File: config.mk
export PLATFORM = sky130hd
export DESIGN_NAME = apkt_pio_seq
export DESIGN_NICKNAME = d
export VERILOG_FILES = /design/src/rtl/apkt_pkg.sv /design/src/rtl/apkt_cmd_capture.sv /design/src/rtl/apkt_burst_sizer.sv /design/src/rtl/apkt_block_src.sv /design/src/rtl/apkt_pio_seq.sv
export SDC_FILE = /design/constraint.sdc
export NUM_CORES = 1
export LEC_CHECK = 0
export ABC_AREA = 1
export BUFFER_PORTS_ARGS = -buffer_cell sky130_fd_sc_hd__buf_2
export CAP_MARGIN = 20
export CORE_ASPECT_RATIO = 2
export CORE_UTILIZATION = 30
export DETAILED_ROUTE_END_ITERATION = 10
export PLACE_DENSITY = 0.43
export SLEW_MARGIN = 10
export SYNTH_ARGS = -nofsm -noshare
export SYNTH_HDL_FRONTEND = slang
export SYNTH_HIERARCHICAL = 1
export SYNTH_SLANG_ARGS = --single-unit
File: constraint.sdc
create_clock -name clk -period 5.04 [get_ports clk]
set_clock_uncertainty 0.2 [all_clocks]
set_input_delay 1.512 -clock clk [delete_from_list [all_inputs] [get_ports clk]]
set_output_delay 1.512 -clock clk [all_outputs]
set_load 0.02 [all_outputs]
File: src/rtl/apkt_pkg.sv
package apkt_pkg;
  typedef enum logic [2:0] {
    S_IDLE, S_CMDBSY, S_PKT, S_DECODE, S_PREP, S_DATA
  } st_t;

  localparam logic [2:0] A_DATA   = 3'd0;
  localparam logic [2:0] A_ERR    = 3'd1;
  localparam logic [2:0] A_LIM_LO = 3'd4;
  localparam logic [2:0] A_LIM_HI = 3'd5;
  localparam logic [2:0] A_CMD    = 3'd7;

  localparam logic [7:0] OP_PACKET = 8'hA0;
  localparam logic [7:0] OP_READ10 = 8'h28;
endpackage

File: src/rtl/apkt_cmd_capture.sv
module apkt_cmd_capture #(
  parameter int DATA_W    = 16,
  parameter int PKT_WORDS = 6,
  parameter int LBA_W     = 32,
  parameter int CNT_W     = 16
) (
  input  logic              clk,
  input  logic              rst,
  input  logic              clr,
  input  logic              wr,
  input  logic [DATA_W-1:0] wdata,
  output logic              last,
  output logic [7:0]        opcode,
  output logic [LBA_W-1:0]  lba,
  output logic [CNT_W-1:0]  nblk
);
  localparam int IW = $clog2(PKT_WORDS);
  localparam logic [IW-1:0] LAST_IDX = IW'(PKT_WORDS - 1);

  logic [IW-1:0] cnt_q;

  assign last = wr && (cnt_q == LAST_IDX);

  always_ff @(posedge clk) begin
    if (rst || clr) begin
      cnt_q <= '0;
    end else if (wr) begin
      cnt_q <= cnt_q + IW'(1);
    end
  end

  // Byte 2k arrives in the low half of word k; multi-byte fields are MSB first.
  always_ff @(posedge clk) begin
    if (rst) begin
      opcode <= '0;
      lba    <= '0;
      nblk   <= '0;
    end else if (wr) begin
      case (cnt_q)
        IW'(0): opcode        <= wdata[7:0];
        IW'(1): lba[31:16]    <= {wdata[7:0], wdata[15:8]};
        IW'(2): lba[15:0]     <= {wdata[7:0], wdata[15:8]};
        IW'(3): nblk[15:8]    <= wdata[15:8];
        IW'(4): nblk[7:0]     <= wdata[7:0];
        default: ;
      endcase
    end
  end
endmodule

File: src/rtl/apkt_burst_sizer.sv
module apkt_burst_sizer #(
  parameter int LIM_W = 16,
  parameter int REM_W = 26
) (
  input  logic [LIM_W-2:0] lim_half,
  input  logic [REM_W-1:0] rem,
  output logic             lim_ok,
  output logic [LIM_W-2:0] burst
);
  logic [REM_W-1:0] lim_wide;

  assign lim_wide = REM_W'(lim_half);
  assign lim_ok   = |lim_half;
  assign burst    = (rem < lim_wide) ? (LIM_W-1)'(rem) : lim_half;
endmodule

File: src/rtl/apkt_block_src.sv
module apkt_block_src #(
  parameter int DATA_W = 16,
  parameter int WIDX_W = 10
) (
  input  logic [DATA_W-WIDX_W-1:0] blk_tag,
  input  logic [WIDX_W-1:0]        widx,
  output logic [DATA_W-1:0]        word
);
  assign word = {blk_tag, widx};
endmodule

File: src/rtl/apkt_pio_seq.sv
module apkt_pio_seq #(
  parameter int DATA_W    = 16,
  parameter int BLK_BYTES = 2048,
  parameter int PKT_WORDS = 6,
  parameter int LBA_W     = 32,
  parameter int CNT_W     = 16,
  parameter int LIM_W     = 16
) (
  input  logic              clk,
  input  logic              rst,
  input  logic              wr_en,
  input  logic              rd_en,
  input  logic [2:0]        addr,
  input  logic [DATA_W-1:0] wdata,
  output logic [DATA_W-1:0] rdata,
  output logic              irq
);
  import apkt_pkg::*;

  localparam int BLK_WORDS = BLK_BYTES / 2;
  localparam int WIDX_W    = $clog2(BLK_WORDS);
  localparam int REM_W     = CNT_W + WIDX_W;
  localparam int BW        = LIM_W - 1;
  localparam int TAG_W     = DATA_W - WIDX_W;

  st_t              st_q;
  logic [LIM_W-1:0] lim_q;
  logic             err_q, abrt_q;
  logic [LBA_W-1:0] blk_q;
  logic [WIDX_W-1:0] widx_q;
  logic [REM_W-1:0] rem_q;
  logic [BW-1:0]    brst_q;

  logic             wr_cmd, rd_sts, pkt_wr, dat_rd;
  logic             pkt_last, lim_ok, cmd_ok, go_data, irq_set;
  logic [7:0]       opcode;
  logic [LBA_W-1:0] lba;
  logic [CNT_W-1:0] nblk;
  logic [BW-1:0]    burst;
  logic [DATA_W-1:0] src_word;
  logic             sts_bsy, sts_drq;
  logic [7:0]       status;

  assign wr_cmd = wr_en && (addr == A_CMD);
  assign rd_sts = rd_en && (addr == A_CMD);
  assign pkt_wr = wr_en && (addr == A_DATA) && (st_q == S_PKT);
  assign dat_rd = rd_en && (addr == A_DATA) && (st_q == S_DATA);

  apkt_cmd_capture #(
    .DATA_W(DATA_W), .PKT_WORDS(PKT_WORDS), .LBA_W(LBA_W), .CNT_W(CNT_W)
  ) u_cap (
    .clk(clk), .rst(rst), .clr(st_q == S_CMDBSY), .wr(pkt_wr), .wdata(wdata),
    .last(pkt_last), .opcode(opcode), .lba(lba), .nblk(nblk)
  );

  apkt_burst_sizer #(.LIM_W(LIM_W), .REM_W(REM_W)) u_size (
    .lim_half(lim_q[LIM_W-1:1]), .rem(rem_q), .lim_ok(lim_ok), .burst(burst)
  );

  apkt_block_src #(.DATA_W(DATA_W), .WIDX_W(WIDX_W)) u_src (
    .blk_tag(blk_q[TAG_W-1:0]), .widx(widx_q), .word(src_word)
  );

  assign cmd_ok  = (opcode == OP_READ10) && lim_ok;
  assign go_data = cmd_ok && (nblk != '0);

  // Interrupt sources: burst start, completion, and every abort.
  assign irq_set = ((st_q == S_DECODE) && !go_data)
                || (st_q == S_PREP)
                || (dat_rd && (brst_q == BW'(1)) && (rem_q == REM_W'(1)))
                || ((st_q == S_IDLE) && wr_cmd && (wdata[7:0] != OP_PACKET));

  assign sts_bsy = (st_q == S_CMDBSY) || (st_q == S_DECODE) || (st_q == S_PREP);
  assign sts_drq = (st_q == S_PKT) || (st_q == S_DATA);
  assign status  = {sts_bsy, 1'b1, 1'b0, 1'b0, sts_drq, 2'b00, err_q};

  always_ff @(posedge clk) begin
    if (rst) begin
      st_q   <= S_IDLE;
      lim_q  <= '0;
      err_q  <= 1'b0;
      abrt_q <= 1'b0;
      blk_q  <= '0;
      widx_q <= '0;
      rem_q  <= '0;
      brst_q <= '0;
    end else begin
      case (st_q)
        S_IDLE: begin
          if (wr_en && (addr == A_LIM_LO)) lim_q[7:0]       <= wdata[7:0];
          if (wr_en && (addr == A_LIM_HI)) lim_q[LIM_W-1:8] <= wdata[LIM_W-9:0];
          if (wr_cmd) begin
            if (wdata[7:0] == OP_PACKET) begin
              st_q   <= S_CMDBSY;
              err_q  <= 1'b0;
              abrt_q <= 1'b0;
            end else begin
              err_q  <= 1'b1;
              abrt_q <= 1'b1;
            end
          end
        end
        S_CMDBSY: st_q <= S_PKT;
        S_PKT: if (pkt_last) st_q <= S_DECODE;
        S_DECODE: begin
          if (!cmd_ok) begin
            err_q  <= 1'b1;
            abrt_q <= 1'b1;
            st_q   <= S_IDLE;
          end else if (!go_data) begin
            st_q <= S_IDLE;
          end else begin
            blk_q  <= lba;
            widx_q <= '0;
            rem_q  <= REM_W'(nblk) << WIDX_W;
            st_q   <= S_PREP;
          end
        end
        S_PREP: begin
          brst_q <= burst;
          st_q   <= S_DATA;
        end
        S_DATA: begin
          if (dat_rd) begin
            widx_q <= widx_q + WIDX_W'(1);
            if (&widx_q) blk_q <= blk_q + LBA_W'(1);
            rem_q  <= rem_q - REM_W'(1);
            brst_q <= brst_q - BW'(1);
            if (brst_q == BW'(1)) st_q <= (rem_q == REM_W'(1)) ? S_IDLE : S_PREP;
          end
        end
        default: st_q <= S_IDLE;
      endcase
    end
  end

  always_ff @(posedge clk) begin
    if (rst) begin
      irq   <= 1'b0;
      rdata <= '0;
    end else begin
      irq <= (irq && !rd_sts) || irq_set;
      if (rd_en) begin
        case (addr)
          A_DATA:   rdata <= dat_rd ? src_word : '0;
          A_ERR:    rdata <= DATA_W'({abrt_q, 2'b00});
          A_LIM_LO: rdata <= DATA_W'(lim_q[7:0]);
          A_LIM_HI: rdata <= DATA_W'(lim_q[LIM_W-1:8]);
          A_CMD:    rdata <= DATA_W'(status);
          default:  rdata <= '0;
        endcase
      end
    end
  end
endmodule

# Yosys cells after proc, flatten, opt, wreduce, memory -nomap -nowiden
# Index checks and enable logic that the tools add are counted.
# totals
ff_bits,179
input_bits,23
word_cells,129
output_inout_bits,17
# op_classes
addsub,5
eq_ne,28
reduce_logical,48
n_mux,31
magnitude_cmp,1
# op_table
op,count
32-bit 2-to-1 mux,4
16-bit case mux with 5 select lines,1
26-bit 2-to-1 mux,3
32-bit case mux with 2 select lines,1
26-bit case mux with 2 select lines,1
32-bit by 1-bit adder with 32-bit output (second input constant),1
10-bit 2-to-1 mux,3
15-bit 2-to-1 mux,2
15-bit case mux with 2 select lines,1
26-bit by 1-bit == test with 1-bit output (second input constant),1
26-bit by 15-bit less-than comparator with 1-bit output,1
26-bit by 1-bit subtractor with 26-bit output (second input constant),1
3-bit 2-to-1 mux,8
3-bit == test (second input constant),7
10-bit case mux with 2 select lines,1
3-bit case mux with 6 select lines,1
1-bit logical AND,17
16-bit 2-to-1 mux,1
2-bit AND reduction,8
16-bit nonzero test,1
15-bit by 1-bit == test with 1-bit output (second input constant),1
15-bit OR reduction,1
15-bit by 1-bit subtractor with 15-bit output (second input constant),1
3-bit by 2-bit == test with 1-bit output (second input constant),4
other kinds (18),42

# Depth between registers and ports, before layout
# Gate-level depths: netlist of run 1.
# logic_depth
ltp_word,9
depth_mapped,17
depth_no_buf,16

# Cells and area by module
# The synthesis of run 1 kept the hierarchy.
# modules_own_cells
module,cells_each,seq_area_each_um2,n_inst,area_per_inst_um2
apkt_pio_seq,890,1881.8,1,5485.3
apkt_cmd_capture,366,1181.1,1,2529.9
apkt_burst_sizer,133,0.0,1,719.4
apkt_block_src,16,0.0,1,120.1

# Least setup slack after synthesis of run 1
# OpenSTA, ideal clock, no wires.
# synth_path
kind,input-to-reg
start,input port addr[1]
end,register st_q[0]
path_buffers,1
setup_slack_ps,1877
arrival_time_ps,2892
setup_time_ps,70
required_ps,4770
cell_stages,14
cell_sequence,nor2_1 inv_1 nor4_1 buf_6 inv_1 nor2_1 inv_1 nand2_1 nand2_1 nor2_1 nand2_1 nor2_1 nand2_1 a21oi_1
# synth_between
elab_chain_cells,6
elab_cells_between_ends,12
cone_classes,eq/ne: 4; reduce/logical: 8
# synth_rtl
item,line_no,source
from (decl),apkt_pio_seq.sv:13,"input logic [2:0] addr,"
3-bit logical NOT,apkt_pio_seq.sv:46,assign pkt_wr = wr_en && (addr == A_DATA) && (st_q == S_PKT);
1-bit logical AND (2 in series),apkt_pio_seq.sv:46,
named net pkt_wr,apkt_pio_seq.sv:34,"logic wr_cmd, rd_sts, pkt_wr, dat_rd;"
1-bit logical AND,apkt_cmd_capture.sv:22,assign last = wr && (cnt_q == LAST_IDX);
named net pkt_last,apkt_pio_seq.sv:35,"logic pkt_last, lim_ok, cmd_ok, go_data, irq_set;"
2-bit inequality test (no source line),--,
5-bit AND reduction (no source line),--,
to (signal assigned),apkt_pio_seq.sv:129,if (brst_q == BW'(1)) st_q <= (rem_q == REM_W'(1)) ? S_IDLE : S_PREP;
to (decl),apkt_pio_seq.sv:26,st_t st_q;
# The timed path passes the listed nets, and every way through them passes these cells.
# A chain may end at the register's enable or synchronous reset.

# Final worst setup path of run 1
# layout_path
start,input port addr[1]
end,register brst_q[10]
# layout_between
elab_chain_cells,5
# layout_rtl
item,line_no,source
3-bit logical NOT,apkt_pio_seq.sv:47,assign dat_rd = rd_en && (addr == A_DATA) && (st_q == S_DATA);
1-bit logical AND (2 in series),apkt_pio_seq.sv:47,
2-bit inequality test (no source line),--,
2-bit AND reduction (no source line),--,
to (signal assigned),apkt_pio_seq.sv:120,brst_q <= burst;
to (signal assigned),apkt_pio_seq.sv:128,brst_q <= brst_q - BW'(1);
to (decl),apkt_pio_seq.sv:32,logic [BW-1:0] brst_q;
# No other way between the ends.

==> implementation parameters, run 1 <==
Parameter                              Value

Synth
  Avg Synthesized Cell Area    6.265 sq um
  Synth Net Count    1,292
  Yosys synthesis warning count    6
  Cell area after synthesis    0.007794 sq mm
  Number of instances in the synthesized netlist    1,244

Clock tree
  Num Clock Sinks    127
  Number of buffers created by CTS    17
  H-Tree Level Count    4
  CTS tree    built
  Number of gates resized after CTS    0
  Clock-pin transition on the worst setup and hold timing paths    60 ps
  Number of buffers between clock root and the deepest sink    2
  Clock latency at the later pin of the worst-skew pair    440 ps
  Post-CTS repair timing setup buffer count    0
  Hold buffers post-CTS    0
  Clock root buffer    clkbuf_16

Worst setup path
  Crit Path Category    in -> reg
  Capturing point of the worst reg2reg path    blk_q[4]
  Type of element launching the critical path    primary input
  Delay contributed by the slowest stage of the critical path    370 ps
  Worst setup path endpoint    brst_q[10]
  Cells along the critical path    buf_2, nor2_1, nand3_1, nor2_2, nor2_1, inv_2, o21ai_0, o21ai_0, a21oi_1
  Worst reg2reg setup slack    2100 ps
  Critical register-to-register path startpoint    st_q[2]
  Arrival time at the worst endpoint    3290 ps
  Logic depth of the worst setup path including buffers    9
  Master of the slowest instance on the critical path    nor2_2
  Bufs and invs on worst path    2
  CP Capture Type    flop
  Worst Path Required    5150 ps
  Cell count of the worst reg-to-reg path    9
  Beginning of the critical path    addr[1]
  Kind of cell adding the most delay to the critical path    simple AND/OR/NAND/NOR gates
  Max FO, Critical Path    19

Place
  Number of instances in the placed design    1,568
  Port bufs    39
  Sum of net half-perimeters after detailed placement    20.85 mm
  Final Wtd Congestion    0.8436

Route
  Vias after detailed routing    7,641
  Routed len/inst    17.05 um
  DR iter-0 viols    387
  Vias per std cell    4.782
  Aggregate routed wire length    27.25 mm
  Antenna viol nets, final    0
  Number of remaining DRC errors    0
  Initial DRT Pass Iterations    9

Cells and area
  Layout cell share with drive strength beyond 1    8.506%
  Total Nets Final    1,295
  Ant diodes    0
  Area Overhead vs Synth    11.25%
  Area occupied by multi-input gates    0.004352 sq mm
  Final cell count without fillers    1,598
  Area taken by flip-flops and latches    0.002542 sq mm
  Number of fill cells in the layout    2,949

Timing
  Final hold violation count    0
  Share of the clock period used by the worst path after layout    63.06%
  Worst-Margin Slew    997.3 ps
  Pins over their slew limit    0
  RSZ-0062 raised after global routing    false
  Max frequency    314.7 MHz
  Worst rel slew slack    33.27%
  Summed negative setup slack over all endpoints    0 ps
  Shortest clock period the worst path allows after layout    3178 ps
  Final number of setup-violating endpoints    0

Pwr
  Maximum vdd ir drop    0.0002168 V
  Lkg Pwr    3.988 nW
  Cell Pwr Density    280.5 mW/mm^2

Die
  Initial core utilization    30.51%
  Chip width    116.0 um
  Area enclosed by the die boundary    0.02667 sq mm
  Standard-cell rows    83
  Core outline area    0.02555 sq mm
  DIE HEIGHT    229.9 um
  I/O Pins    40

Global route
  GRT overflow    0
  Global-route wire length before repair    42.93 mm
  Maximum number of pins on one net before global-route repair    56
  Global-route total usage across every layer    21.89%
  Number of antenna violations at the first check in global routing    0
  Via count of the first global-routing pass    7,576

Status
  Result of the run    finished clean

Worst hold path
  Hold Crit Class    reg -> reg

Flow run
  Max-capacitance violation count    0
flip-flops by register name, summed over array words and instances, names as in the netlist:
signal        count
blk_q             6
rem_q            26
u_cap/lba         6
abrt_q            1
u_cap/cnt_q       3
u_cap/opcode      8
lim_q            16
rdata            16
widx_q           10
irq               1
u_cap/nblk       16
brst_q           15
st_q              3
metrics by stage:
stage                     area, sq um  setup WS [ps]  total power [mW]  hold slack [ps]  utilization (%)
after detailed placement         8063           1402             1.154            257.6            31.56
after floorplan                  7794           1897             1.111            247.1                -
after global placement           8063           1449             1.154            253.4            31.56
final                            8671           1862             2.432            261.8            33.94
after CTS                        8671           1870             2.473            267.5            33.94
after global routing             8671           1681             2.521            287.0            33.94
routing by layer:
layer	global-route usage, %	share of wire (%)	wire (um)	up-vias
met1	21.57	37	9985	3516
met4	14.26	6.4	1734	0
met2	41.07	55	14890	138
met5	0	0	0	-
met3	3.189	2.3	640	54
li1	-	-	-	3933
layout by cell type, fill, tap and decap left out, types with 2 or more instances in the layout:
cell type  count
a21oi_1       85
a22oi_1        2
a31oi_1        3
and2_1         2
buf_2         39
buf_4          7
bufinv_16      3
clkbuf_1       3
clkbuf_16     17
clkbuf_8       5
dfxtp_1      127
ha_1          25
inv_1        124
inv_2          8
nand2_1      332
nand2_2        2
nand2_4        2
nand3_1       74
nand3_2        3
nand3_4        3
nand3b_1      11
nand4_1       15
nor2_1       231
nor2_2         5
nor2_4         2
nor3_1        10
nor3_2         2
nor4_1         3
o211ai_1       2
o21ai_0       83
o21bai_1       3
or2_2          5
xnor2_1        3
xor2_1         9
how the worst min path moves through the flow:
stage,startpoint,depth (start not counted),end
after floorplan,brst_q[10],2,brst_q[10]
after global placement,rdata[3],2,rdata[3]
after detailed placement,rdata[10],2,rdata[10]
after CTS,rdata[10],2,rdata[10]
after global routing,rdata[11],2,rdata[11]
final,rdata[8],2,rdata[8]
area by class of cell:
type                            count  area share, %
Clock buffer                       25          5.830
Clock inverter                      5          1.183
Inverter                          132          5.714
Multi-Input combinational cell    923          50.19
Sequential cell                   127          29.32
Tap cell                          340          4.906
Timing Repair Buffer               46          2.857
report_power, final:
| group | switching, mW | internal [mW] |
|---|---|---|
| logic | 0.0830 | 0.0287 |
| registers | 0.00847 | 1.01 |
| clock network | 0.465 | 0.837 |
tightest hold or removal path, delay by kind of cell (launching register included):
family          cells  cell delay, ps
compound gates      1              50
flops               1             300
simple gates        1              60
Note: power is estimated with default switching activity, not from simulation.
==> run 2, diff against run 1 <==
--- a/config.mk
+++ b/config.mk
@@ -11,7 +11,7 @@
 export CORE_ASPECT_RATIO = 2
 export CORE_UTILIZATION = 30
 export DETAILED_ROUTE_END_ITERATION = 10
-export PLACE_DENSITY = 0.43
+export PLACE_DENSITY = 0.44
 export SLEW_MARGIN = 10
 export SYNTH_ARGS = -nofsm -noshare
 export SYNTH_HDL_FRONTEND = slang
==> constraint.sdc (replaced) <==
create_clock -name clk -period 2.85 [get_ports clk]
set_clock_uncertainty 0.2 [all_clocks]
set_input_delay 0.855 -clock clk [delete_from_list [all_inputs] [get_ports clk]]
set_output_delay 0.855 -clock clk [all_outputs]
set_load 0.02 [all_outputs]
==> implementation parameters, run 2 (synthesis gave the netlist of run 1 again) <==
Parameter                              Value

Global route
  Via count of the first global-routing pass    7,703 (+1.7%)
  GRT overflow    0 (unchanged)
  Maximum number of pins on one net before global-route repair    49 (-13%)
  Number of antenna violations at the first check in global routing    0 (unchanged)
  Global-route total usage across every layer    22.53% (+0.64 points)
  Global-route wire length before repair    43.67 mm (+1.7%)

Place
  Port bufs    39 (unchanged)
  Area after DPL    0.008381 sq mm (+3.9%)
  Final Wtd Congestion    0.8870 (+5.1%)
  Post-place setup slack    221.7 ps (-1180 ps)
  Number of instances in the placed design    1,607 (+2.5%)
  Sum of net half-perimeters after detailed placement    22.12 mm (+6.1%)

Pwr
  Maximum vdd ir drop    0.0003359 V (+55%)
  Overall power consumption    4.327 mW (+78%)
  Sequential share of power    41.6% (-0.3 points)
  Pint    3.251 mW (+73%)
  Gate power share    5.2% (+0.6 points)
  Switching share of power    24.87% (+2.0 points)
  Clk network pwr share    53.2% (-0.3 points)
  Lkg Pwr    4.193 nW (+5.1%)
  Cell Pwr Density    481.5 mW/mm^2 (+72%)
  Sw Pwr    1.076 mW (+93%)

Die
  Standard-cell rows    83 (unchanged)
  Initial core utilization    30.51% (unchanged)
  Core outline area    0.02555 sq mm (unchanged)
  Chip width    116.0 um (unchanged)
  I/O Pins    40 (unchanged)
  DIE HEIGHT    229.9 um (unchanged)
  Area enclosed by the die boundary    0.02667 sq mm (unchanged)

Cells and area
  Total Nets Final    1,334 (+3.0%)
  Most common library cell in the layout ignoring fill and taps    nand2_1
  Final cell count without fillers    1,639 (+2.6%)
  Register name with the most flops    rem_q
  Layout cell share with drive strength beyond 1    11.55% (+3.0 points)
  Area taken by flip-flops and latches    0.002542 sq mm (unchanged)
  Area occupied by multi-input gates    0.004352 sq mm (unchanged)
  Area Overhead vs Synth    15.30%
  Ant diodes    0 (unchanged)
  Number of fill cells in the layout    2,931 (-0.61%)
  Number of flip-flops under the largest register name    26 (unchanged)
  Commonest cells after routing, fill and taps aside    nand2_1 (332), nor2_1 (231), dfxtp_1 (127)
  Post-Route Utilization    35.17% (+1.2 points)
  Post-route cell area    0.008986 sq mm (+3.6%)

Route
  DR iter-0 viols    338 (-13%)
  Antenna viol nets, final    0 (unchanged)
  Aggregate routed wire length    28.48 mm (+4.5%)
  Routed len/inst    17.38 um (+1.9%)
  Number of remaining DRC errors    0 (unchanged)
  Vias after detailed routing    7,855 (+2.8%)
  Initial DRT Pass Iterations    5 (-4)
  Vias per std cell    4.793 (+0.23%)

Clock tree
  Clock root buffer    clkbuf_16
  H-Tree Level Count    4 (unchanged)
  Number of gates resized after CTS    0 (unchanged)
  CTS tree    built
  Num Clock Sinks    127 (unchanged)
  Hold buffers post-CTS    0 (unchanged)
  Clock-pin transition on the worst setup and hold timing paths    60 ps (about the same)
  Post-CTS repair timing setup buffer count    0 (unchanged)
  Clock latency at the later pin of the worst-skew pair    440 ps (about the same)
  Number of buffers between clock root and the deepest sink    2 (unchanged)
  Number of buffers created by CTS    17 (unchanged)

Timing
  Worst hold slack after final layout    263.0 ps (+1.217 ps)
  Final hold violation count    0 (unchanged)
  Summed negative setup slack over all endpoints    0 ps (unchanged)
  Worst-Margin Slew    934.9 ps (-62.39 ps)
  Share of the clock period used by the worst path after layout    90.74%
  Worst rel slew slack    37.61% (+4.3 points)
  Final number of setup-violating endpoints    0 (unchanged)
  Max frequency    386.7 MHz
  RSZ-0062 raised after global routing    false
  Shortest clock period the worst path allows after layout    2586 ps
  Pins over their slew limit    0 (unchanged)
  Final WS setup    263.8 ps (-1598 ps)

Status
  Result of the run    finished clean

Worst setup path
  Worst Path Required    2970 ps (-2180 ps)
  CP Capture Type    flop
  Crit Path Category    reg -> reg
  Max FO, Critical Path    9 (-10)
  Type of element launching the critical path    flop
  Arrival time at the worst endpoint    2700 ps (-590 ps)

Worst hold path
  Hold Crit Class    reg -> reg

Flow run
  Max-capacitance violation count    0 (unchanged)
run 2: layout make-up:
type / instances / share of cell area, %
multi-input combinational: 923 / 48.43
sequential: 127 / 28.29
timing repair buffer: 85 / 6.294
inverter: 132 / 5.514
clock buffer: 19 / 4.929
tap: 340 / 4.734
clock inverter: 13 / 1.810
run 2: routing by layer:
layer / up-vias / global-route usage (%) / share of wire, %
met2: 153 / 43.23 / 56
met5: - / 0 / 0
met4: 0 / 14.70 / 6.3
met1: 3612 / 21.38 / 35
li1: 4020 / - / -
met3: 70 / 3.242 / 2.3
run 2: path summary, 6_finish.rpt:
check | depth (start not counted) | from | endpoint | slack (ps)
min reg2reg | 2 | rdata[13] | rdata[13] | 260
max reg2reg | 9 | lim_q[11] | rem_q[4] | 260
min | 2 | rdata[13] | rdata[13] | 260
max | 9 | lim_q[11] | rem_q[4] | 260
run 2: worst max-delay path, stage by stage (launching register included):
cell	delay, ps
dfxtp_1	380
nor4_1	480
nand4_1	250
nand2_1	230
nor2_1	120
nand3_4	160
nand2_4	120
inv_2	150
nand2_1	70
a21oi_1	300
run 2: power groups by stage:
stage / Combinational, mW / Clock [mW] / Sequential [mW]
2_1_floorplan: 0.130 / 0 / 1.83
3_3_place_gp: 0.226 / 0 / 1.84
3_5_place_dp: 0.227 / 0 / 1.84
4_1_cts: 0.227 / 2.36 / 1.80
5_1_grt: 0.248 / 2.43 / 1.80
6_report: 0.226 / 2.30 / 1.80
==> run 3, diff against run 2 <==
--- a/config.mk
+++ b/config.mk
@@ -11,9 +11,8 @@
 export CORE_ASPECT_RATIO = 2
 export CORE_UTILIZATION = 30
 export DETAILED_ROUTE_END_ITERATION = 10
-export PLACE_DENSITY = 0.44
+export PLACE_DENSITY = 0.45
 export SLEW_MARGIN = 10
 export SYNTH_ARGS = -nofsm -noshare
 export SYNTH_HDL_FRONTEND = slang
-export SYNTH_HIERARCHICAL = 1
 export SYNTH_SLANG_ARGS = --single-unit
==> implementation parameters, run 3 <==
Parameter                              Value

Clock tree
  Number of gates resized after CTS    0 (unchanged)
  Number of buffers created by CTS    17 (unchanged)
  Clock latency at the later pin of the worst-skew pair    430 ps (about the same)
  Clock root buffer    clkbuf_16
  H-Tree Level Count    4 (unchanged)
  Num Clock Sinks    127 (unchanged)
  Number of buffers between clock root and the deepest sink    2 (unchanged)
  Hold buffers post-CTS    0 (unchanged)
  CTS tree    built
  Clock-pin transition on the worst setup and hold timing paths    60 ps (about the same)
  Post-CTS repair timing setup buffer count    0 (unchanged)

Pwr
  Pint    3.399 mW (+4.6%)
  Overall power consumption    4.429 mW (+2.4%)
  Sequential share of power    40.5% (-1.1 points)
  Gate power share    6.3% (+1.1 points)
  Cell Pwr Density    525.6 mW/mm^2 (+9.1%)
  Clk network pwr share    53.2% (about the same)
  Maximum vdd ir drop    0.0005194 V (+55%)
  Sw Pwr    1.029 mW (-4.3%)
  Switching share of power    23.24% (-1.6 points)
  Lkg Pwr    3.709 nW (-12%)

Global route
  Via count of the first global-routing pass    7,069 (-8.2%)
  Global-route wire length before repair    37.96 mm (-13%)
  Number of antenna violations at the first check in global routing    0 (unchanged)
  Maximum number of pins on one net before global-route repair    51 (+4.1%)
  GRT overflow    0 (unchanged)
  Global-route total usage across every layer    20.32% (-2.2 points)

Cells and area
  Ant diodes    0 (unchanged)
  Area taken by flip-flops and latches    0.002542 sq mm (unchanged)
  Total Nets Final    1,181 (-11%)
  Register name with the most flops    rem_q
  Area occupied by multi-input gates    0.003955 sq mm (-9.1%)
  Number of fill cells in the layout    2,605 (-11%)
  Commonest cells after routing, fill and taps aside    nand2_1 (225), nor2_1 (134), dfxtp_1 (127)
  Layout cell share with drive strength beyond 1    11.35% (-0.19 points)
  Area Overhead vs Synth    16.60%
  Most common library cell in the layout ignoring fill and taps    nand2_1
  Number of flip-flops under the largest register name    26 (unchanged)

Synth
  Synth area leader    dfxtp_1
  Cell area after synthesis    0.007227 sq mm (-7.3%)
  Post-synthesis sequential area ratio    35.18%
  Ys flop type    dfxtp_1
  Biggest area contributors in the synthesized netlist    dfxtp_1 (35%), nand2_1 (12%), a21oi_1 (8.6%)
  Number of instances in the synthesized netlist    1,087 (-13%)
  Flop and latch count out of synthesis    127
  Asr flop ratio synth    0%
  Count of unique library cells instantiated by Yosys    44
  Synth Net Count    1,135 (-12%)
  Fraction of post-synthesis cell area in the top cell type by area    35.18%
  Avg Synthesized Cell Area    6.649 sq um (+6.1%)
  Most common cell in the synthesized netlist    nand2_1
  Most frequent cells after synthesis    nand2_1 (225), nor2_1 (134), dfxtp_1 (127)
  Yosys synthesis warning count    0 (-6)
  Number of enable-type register cells in the synthesized netlist    0

Die
  I/O Pins    40 (unchanged)
  Chip width    111.8 um (-3.6%)
  Core outline area    0.02372 sq mm (-7.1%)
  DIE HEIGHT    221.5 um (-3.7%)
  Standard-cell rows    80 (-3.6%)
  Initial core utilization    30.46% (-0.043 points)
  Area enclosed by the die boundary    0.02475 sq mm (-7.2%)

Worst setup path
  CP Capture Type    flop
  Critical register-to-register path startpoint    lim_q[6]
  Max FO, Critical Path    8 (-1)
  Crit Path Category    reg -> reg
  Capturing point of the worst reg2reg path    brst_q[4]
  Cell count of the worst reg-to-reg path    13 (+4)
  Worst Path Required    3020 ps (+50 ps)
  Beginning of the critical path    lim_q[6]
  Worst setup path endpoint    brst_q[4]
  Worst reg2reg setup slack    410 ps (+140 ps)
  Arrival time at the worst endpoint    2610 ps (-90 ps)
  Type of element launching the critical path    flop

Timing
  Worst-Margin Slew    626.3 ps (-308.6 ps)
  Worst rel slew slack    58.25% (+21 points)
  Max frequency    409.5 MHz (+5.9%)
  Final hold violation count    0 (unchanged)
  Summed negative setup slack over all endpoints    0 ps (unchanged)
  Pins over their slew limit    0 (unchanged)
  Share of the clock period used by the worst path after layout    85.69% (-5.1 points)
  Final number of setup-violating endpoints    0 (unchanged)
  RSZ-0062 raised after global routing    false
  Worst hold slack after final layout    250.1 ps (-12.96 ps)
  Shortest clock period the worst path allows after layout    2442 ps (-144.1 ps)

Route
  Routed len/inst    16.88 um (-2.8%)
  Antenna viol nets, final    0 (unchanged)
  Vias per std cell    4.950 (+3.3%)
  Aggregate routed wire length    24.18 mm (-15%)
  DR iter-0 viols    296 (-12%)
  Initial DRT Pass Iterations    4 (-1)
  Vias after detailed routing    7,089 (-9.8%)
  Number of remaining DRC errors    0 (unchanged)

Place
  Final Wtd Congestion    0.8381 (-5.5%)
  Sum of net half-perimeters after detailed placement    18.64 mm (-16%)
  Port bufs    39 (unchanged)

Flow run
  Max-capacitance violation count    0 (unchanged)

Worst hold path
  Hold Crit Class    reg -> reg

Status
  Result of the run    finished clean
-- run 3: kinds of logic after synthesis --
group                    count (synthesis)  synth area share, %
buffers and inverters                  173                10.09
adder cells (fa/ha/maj)                 25                4.328
multiplexers                             1               0.1385
XOR/XNOR                                15                1.818
AO/OA/AOI/OAI                          262                19.17
flip-flops                             127                35.18
AND/OR/NAND/NOR                        484                29.28
-- run 3: area by class of cell --
| cell class | count | share of cell area (%) |
|---|---|---|
| multi-input cells | 787 | 46.93 |
| well taps | 287 | 4.261 |
| clock inverters | 10 | 1.901 |
| inverters | 131 | 5.865 |
| repair buffers | 69 | 5.286 |
| clock buffers | 21 | 5.583 |
| flip-flops and latches | 127 | 30.17 |
-- run 3: worst min-delay path by stage --
| stage | from | end | slack (ps) | depth (start not counted) |
|---|---|---|---|---|
| after floorplan | u_cap.opcode[0] | u_cap.opcode[0] | 230 | 2 |
| after global placement | u_cap.opcode[7] | u_cap.opcode[7] | 240 | 2 |
| after detailed placement | u_cap.opcode[7] | u_cap.opcode[7] | 240 | 2 |
| after CTS | u_cap.opcode[7] | u_cap.opcode[7] | 250 | 2 |
| after global routing | rdata[11] | rdata[11] | 280 | 2 |
| final | u_cap.opcode[7] | u_cap.opcode[7] | 250 | 2 |
-- run 3: layer usage --
metal / GRT usage, % / vias to the layer above / share of wire (%)
li1: - / 3669 / -
met2: 39.67 / 129 / 56
met5: 0 / - / 0
met3: 3.609 / 48 / 2.6
met4: 11.20 / 0 / 4.5
met1: 19.56 / 3243 / 37
-- run 3: per-stage QoR --
step | std cells | utilization, % | area, sq um | setup slack [ps]
after global routing | 1432 | 35.52 | 8427 | 240.6
after CTS | 1432 | 35.52 | 8427 | 398.3
after floorplan | 1087 | - | 7227 | 698.7
after global placement | 1401 | 32.86 | 7796 | 300.6
final | 1432 | 35.52 | 8427 | 407.9
after detailed placement | 1401 | 32.86 | 7796 | 318.5
-- run 3: power by group through the flow --
| stage | registers [mW] | clock network, mW | logic [mW] |
|---|---|---|---|
| final | 1.79 | 2.36 | 0.278 |
| after global routing | 1.79 | 2.48 | 0.310 |
| after detailed placement | 1.83 | 0 | 0.278 |
| after floorplan | 1.83 | 0 | 0.164 |
| after global placement | 1.83 | 0 | 0.280 |
| after CTS | 1.79 | 2.42 | 0.279 |
-- run 3: critical path, cell delays in order (launching register included) --
cell and delay (ps):
dfxtp_1 370, inv_1 120, ha_1 330, nand2_1 90
inv_1 40, nand2_1 50, nand2_1 40, nand2_1 50
nand3_1 100, nand2_1 90, nand2_1 170, o21ai_0 460
nand2_1 110, a21oi_1 140
